<file path="src/rtl/spsq_pkg.sv">
package spsq_pkg;

  typedef enum logic [1:0] {
    ST_IDLE,
    ST_WRITE,
    ST_SETTLE,
    ST_DONE
  } seq_state_t;

  typedef enum logic [2:0] {
    PH_CLR,
    PH_ARM,
    PH_HI,
    PH_LO,
    PH_REL
  } seq_phase_t;

  // Position in the four-step polarity cycle for a polarity pair.
  function automatic logic [1:0] pol_to_pos(input logic h_pos, input logic v_pos);
    logic [1:0] pos;
    case ({h_pos, v_pos})
      2'b11:   pos = 2'd0;
      2'b01:   pos = 2'd1;
      2'b00:   pos = 2'd2;
      default: pos = 2'd3;
    endcase
    return pos;
  endfunction

endpackage

</file>
<file path="src/rtl/spsq_step_planner.sv">
module spsq_step_planner
  import spsq_pkg::*;
(
  input  logic       clk,
  input  logic       rst_n,
  input  logic       accept_i,
  input  logic       hpos_i,
  input  logic       vpos_i,
  output logic [1:0] steps_o
);

  logic [1:0] pos_q;
  logic [1:0] pos_d;
  logic [1:0] target;

  always_comb begin
    target  = pol_to_pos(hpos_i, vpos_i);
    // A two-bit difference wraps modulo 4 on its own.
    steps_o = target - pos_q;
    pos_d   = accept_i ? target : pos_q;
  end

  always_ff @(posedge clk or negedge rst_n) begin
    if (!rst_n) begin
      pos_q <= 2'd0;
    end else if (accept_i) begin
      pos_q <= pos_d;
    end
  end

endmodule

</file>
<file path="src/rtl/spsq_settle_timer.sv">
module spsq_settle_timer #(
  parameter int SETTLE_CYC = 3
) (
  input  logic clk,
  input  logic rst_n,
  input  logic load_i,
  output logic expired_o
);

  localparam int TW = (SETTLE_CYC < 2) ? 1 : $clog2(SETTLE_CYC + 1);
  localparam logic [TW-1:0] RELOAD = TW'(SETTLE_CYC - 1);

  logic [TW-1:0] cnt_q;
  logic [TW-1:0] cnt_d;
  logic          cnt_en;

  always_comb begin
    cnt_en = load_i || (cnt_q != '0);
    if (load_i) begin
      cnt_d = RELOAD;
    end else begin
      cnt_d = cnt_q - 1'b1;
    end
    expired_o = (cnt_q == '0);
  end

  always_ff @(posedge clk or negedge rst_n) begin
    if (!rst_n) begin
      cnt_q <= '0;
    end else if (cnt_en) begin
      cnt_q <= cnt_d;
    end
  end

endmodule

</file>
<file path="src/rtl/spsq_word_builder.sv">
module spsq_word_builder
  import spsq_pkg::*;
#(
  parameter int DATA_W    = 8,
  parameter int EN_BIT    = 4,
  parameter int PULSE_BIT = 5
) (
  input  seq_phase_t        phase_i,
  input  logic [DATA_W-1:0] base_i,
  output logic [DATA_W-1:0] word_o
);

  logic en_val;
  logic pl_val;

  always_comb begin
    case (phase_i)
      PH_CLR: begin en_val = base_i[EN_BIT]; pl_val = 1'b0; end
      PH_ARM: begin en_val = 1'b1;           pl_val = 1'b0; end
      PH_HI:  begin en_val = 1'b1;           pl_val = 1'b1; end
      PH_LO:  begin en_val = 1'b1;           pl_val = 1'b0; end
      default: begin en_val = 1'b0;          pl_val = 1'b0; end
    endcase
  end

  for (genvar i = 0; i < DATA_W; i++) begin : g_bit
    if (i == EN_BIT) begin : g_en
      assign word_o[i] = en_val;
    end else if (i == PULSE_BIT) begin : g_pl
      assign word_o[i] = pl_val;
    end else begin : g_keep
      assign word_o[i] = base_i[i];
    end
  end

endmodule

</file>
<file path="src/rtl/spsq_sequencer.sv">
module spsq_sequencer
  import spsq_pkg::*;
#(
  parameter int DATA_W = 8
) (
  input  logic              clk,
  input  logic              rst_n,
  input  logic              start_i,
  input  logic [1:0]        steps_i,
  input  logic [DATA_W-1:0] reg_init_i,
  input  logic              expired_i,
  output logic              accept_o,
  output logic              load_o,
  output seq_phase_t        phase_o,
  output logic [DATA_W-1:0] base_o,
  output logic              wr_en_o,
  output logic              busy_o,
  output logic              done_o
);

  seq_state_t        state_q, state_d;
  seq_phase_t        phase_q, phase_d;
  logic [1:0]        left_q, left_d;
  logic [DATA_W-1:0] base_q;
  logic              idle_like;

  always_comb begin
    idle_like = (state_q == ST_IDLE) || (state_q == ST_DONE);
    accept_o  = start_i && idle_like;
    state_d   = state_q;
    phase_d   = phase_q;
    left_d    = left_q;

    case (state_q)
      ST_IDLE, ST_DONE: begin
        if (accept_o) begin
          state_d = ST_WRITE;
          phase_d = PH_CLR;
          left_d  = steps_i;
        end else begin
          state_d = ST_IDLE;
        end
      end
      ST_WRITE: begin
        if (phase_q == PH_REL) begin
          state_d = ST_DONE;
        end else begin
          state_d = ST_SETTLE;
        end
        if (phase_q == PH_HI) begin
          left_d = left_q - 1'b1;
        end
      end
      ST_SETTLE: begin
        if (expired_i) begin
          state_d = ST_WRITE;
          case (phase_q)
            PH_CLR:        phase_d = PH_ARM;
            PH_ARM, PH_LO: phase_d = (left_q != 2'd0) ? PH_HI : PH_REL;
            PH_HI:         phase_d = PH_LO;
            default:       phase_d = PH_REL;
          endcase
        end
      end
      default: state_d = ST_IDLE;
    endcase
  end

  always_ff @(posedge clk or negedge rst_n) begin
    if (!rst_n) begin
      state_q <= ST_IDLE;
      phase_q <= PH_CLR;
      left_q  <= 2'd0;
    end else begin
      state_q <= state_d;
      phase_q <= phase_d;
      left_q  <= left_d;
    end
  end

  always_ff @(posedge clk or negedge rst_n) begin
    if (!rst_n) begin
      base_q <= '0;
    end else if (accept_o) begin
      base_q <= reg_init_i;
    end
  end

  always_comb begin
    load_o  = (state_q == ST_WRITE);
    wr_en_o = (state_q == ST_WRITE);
    busy_o  = (state_q == ST_WRITE) || (state_q == ST_SETTLE);
    done_o  = (state_q == ST_DONE);
    phase_o = phase_q;
    base_o  = base_q;
  end

endmodule

</file>
<file path="src/rtl/sync_pol_stepper.sv">
module sync_pol_stepper
  import spsq_pkg::*;
#(
  parameter int DATA_W     = 8,
  parameter int EN_BIT     = 4,
  parameter int PULSE_BIT  = 5,
  parameter int SETTLE_CYC = 3
) (
  input  logic              clk,
  input  logic              rst_n,
  input  logic              start_i,
  input  logic              hpos_i,
  input  logic              vpos_i,
  input  logic [DATA_W-1:0] reg_init_i,
  output logic              wr_en_o,
  output logic [DATA_W-1:0] wr_data_o,
  output logic              busy_o,
  output logic              done_o
);

  logic              accept;
  logic              load;
  logic              expired;
  logic [1:0]        steps;
  seq_phase_t        phase;
  logic [DATA_W-1:0] base;

  spsq_step_planner u_planner (
    .clk      (clk),
    .rst_n    (rst_n),
    .accept_i (accept),
    .hpos_i   (hpos_i),
    .vpos_i   (vpos_i),
    .steps_o  (steps)
  );

  spsq_settle_timer #(.SETTLE_CYC(SETTLE_CYC)) u_timer (
    .clk       (clk),
    .rst_n     (rst_n),
    .load_i    (load),
    .expired_o (expired)
  );

  spsq_sequencer #(.DATA_W(DATA_W)) u_seq (
    .clk        (clk),
    .rst_n      (rst_n),
    .start_i    (start_i),
    .steps_i    (steps),
    .reg_init_i (reg_init_i),
    .expired_i  (expired),
    .accept_o   (accept),
    .load_o     (load),
    .phase_o    (phase),
    .base_o     (base),
    .wr_en_o    (wr_en_o),
    .busy_o     (busy_o),
    .done_o     (done_o)
  );

  spsq_word_builder #(
    .DATA_W   (DATA_W),
    .EN_BIT   (EN_BIT),
    .PULSE_BIT(PULSE_BIT)
  ) u_word (
    .phase_i (phase),
    .base_i  (base),
    .word_o  (wr_data_o)
  );

endmodule

</file>
<file path="config.mk">
export PLATFORM = sky130hd
export DESIGN_NAME = sync_pol_stepper
export DESIGN_NICKNAME = d
export VERILOG_FILES = /design/src/rtl/spsq_pkg.sv /design/src/rtl/spsq_step_planner.sv /design/src/rtl/spsq_settle_timer.sv /design/src/rtl/spsq_word_builder.sv /design/src/rtl/spsq_sequencer.sv /design/src/rtl/sync_pol_stepper.sv
export SDC_FILE = /design/constraint.sdc
export NUM_CORES = 1
export LEC_CHECK = 0
export BUFFER_PORTS_ARGS = -buffer_cell sky130_fd_sc_hd__buf_2
export CAP_MARGIN = 10
export CORE_MARGIN = 3
export CORE_UTILIZATION = 50
export DETAILED_ROUTE_END_ITERATION = 8
export PLACE_DENSITY = 0.74
export SKIP_CTS_REPAIR_TIMING = 1
export SYNTH_ARGS = -nofsm -noshare
export SYNTH_HDL_FRONTEND = slang
export SYNTH_HIERARCHICAL = 1
export SYNTH_SLANG_ARGS = --single-unit
</file>
<file path="constraint.sdc">
create_clock -name clk -period 2.4 [get_ports clk]
set_input_delay 0.36 -clock clk [delete_from_list [all_inputs] [get_ports clk]]
set_output_delay 0.36 -clock clk [all_outputs]
set_load 0.02 [all_outputs]
</file>
==> results.md <==
* Status: complete, no violations
* Global Route Usage Sum at 0.159
* Global-route wire length before repair at 3.17 mm
* WL final at 1.93 mm
* Die Y at 53.0 um
* Synthesized area at 1100 um^2
* Unrepaired setup endpoints after global routing: false
* Final HPWL DP at 1.46 mm
* Mapped Cells at 107
* GRT Residual Overflow at 0
* Worst EP required at 2.59 ns
* Largest net degree at the start of global routing at 19
* Starting density of the core at 0.545
* Total power at 1.71 mW
* Slew @ Worst Pin at 0.528 ns
* Iteration count of the initial detailed-routing pass at 6
* Antenna violations before repair at 0
* Setup tns final at 0 ns
* RePlAce Congestion at 0.761
* CTS H-tree lvls at 1
* R2r endpoint: u_planner/pos_q[0]
* CP Class: reg2reg
* Slew HR at 0.647
* Final Non-Filler Cells at 150
* FF-to-FF setup slack at 0.55 ns
* Layout cells sized above 1 at 0.333
* Fin nets at 145
* Worst Setup Start Kind: flop
* Vias per cell at 5.25
* Fmax at 540 MHz
* Leakage at 0.625 nW
* Clock tree buffer depth at 2
* Hold wc startpoint: reg_init_i[7]
* Sink Count at 18
* Hold slack at 0.290 ns
* ANT cells at 0
* Vias in the first global route at 730
* # rows at 16
* WHS Endpoint: u_seq/base_o[7]
* Worst Clk Skew at 0.00106 ns
* Vias post-DR at 787
* Syn-to-layout area delta at 10.3%
* Max-cap violations at 0
* Die Wd at 53.0 um
* Endpoints failing setup at 0
* Cell at the root of the clock tree: clkbuf_4
* Post-route ant nets at 0
* R2R depth at 5
* Core ar. at 2020 um^2
* Commonest non-fill, non-tap cells in the layout: buf_2, dfrtp_1, inv_1
* Post-route DRC at 0
* Pwr/cell area at 1410 nW/um^2
* Period utilization at 0.772
* Util after Layout at 0.601
* RR Startpoint: u_seq/state_q[0]
* Drt wl/cell at 12.9 um
* Most common cell after layout, fill and taps aside: buf_2
* Critical Path End Type: flop
* Dpl cells at 145
* Syn_area_per_cell at 10.3 um^2
* Later-pin clock latency in the skew report at 0.29 ns
* Mapped Nets at 128
* CTS Buf Count at 3
* Arrival time at the worst endpoint at 2.04 ns
* Clock transition at path regs at 0.10 ns
* Die ar. at 2800 um^2
* Final hold violation count at 0
* I/O Buffers at 22
* Time the worst path needs with I/O delays and setup at 1.85 ns
* Iteration-0 DRC count of the detailed router at 25
* Fillcell total at 182
* Synthesis Warnings at 6
* Max Slew Vio Count at 0
* Hold Path Depth at 2
* I/O pins at 24
* Worst Hold Class: in2reg
* CTS tree: done
* Peak supply drop at 0.000808 V
* CP Max Fanout at 11
-- worst max-delay path by stage --
| stage | startpoint | end |
|---|---|---|
| floorplan | u_seq/state_q[0] | u_seq/phase_o[0] |
| global route | u_seq/state_q[0] | u_planner/pos_q[0] |
| detailed placement | u_seq/state_q[0] | u_planner/pos_q[0] |
| CTS | u_seq/state_q[0] | u_planner/pos_q[0] |
| finish | u_seq/state_q[0] | u_planner/pos_q[0] |
| global placement | u_seq/state_q[0] | u_planner/pos_q[0] |
-- layer usage --
layer / part of all wire / up-vias / GRT usage
met5: 0 / - / 0
met3: 0.048 / 4 / 0.0338
met2: 0.52 / 23 / 0.289
met4: 0.014 / 0 / 0.0638
li1: - / 383 / -
met1: 0.41 / 377 / 0.177
-- state kept, by name, summed over array words and instances (netlist names) --
register,count
u_planner/pos_q,2
u_seq/base_o,7
u_seq/left_q,2
u_seq/phase_o,3
u_seq/state_q,2
u_timer/cnt_q,2
-- stage by stage --
step,area [um^2],worst slack [ns]
floorplan,1100,0.681
global placement,1170,0.591
global route,1220,0.446
detailed placement,1170,0.546
finish,1220,0.548
CTS,1210,0.531
-- area by class of cell --
cell class | count | area, um^2 | share of cell area
multi-input cells | 65 | 527 | 0.433
flip-flops and latches | 18 | 450 | 0.370
repair buffers | 23 | 120 | 0.0988
inverters | 13 | 48.8 | 0.0401
clock buffers | 4 | 36.3 | 0.0298
well taps | 27 | 33.8 | 0.0278
-- report_power, final --
| group | switching [mW] | internal [mW] | leakage, nW |
|---|---|---|---|
| Clock | 0.0936 | 0.0925 | 0.0210 |
| Combinational | 0.513 | 0.455 | 0.388 |
| Sequential | 0.106 | 0.449 | 0.216 |
-- worst max-delay path: stages (launching register included) --
cell and delay (ns):
dfrtp_1 0.40, inv_1 0.07, ha_1 0.42, nand2_1 0.32
inv_1 0.19, mux2_2 0.34
Power figures use the tool's default switching activity.
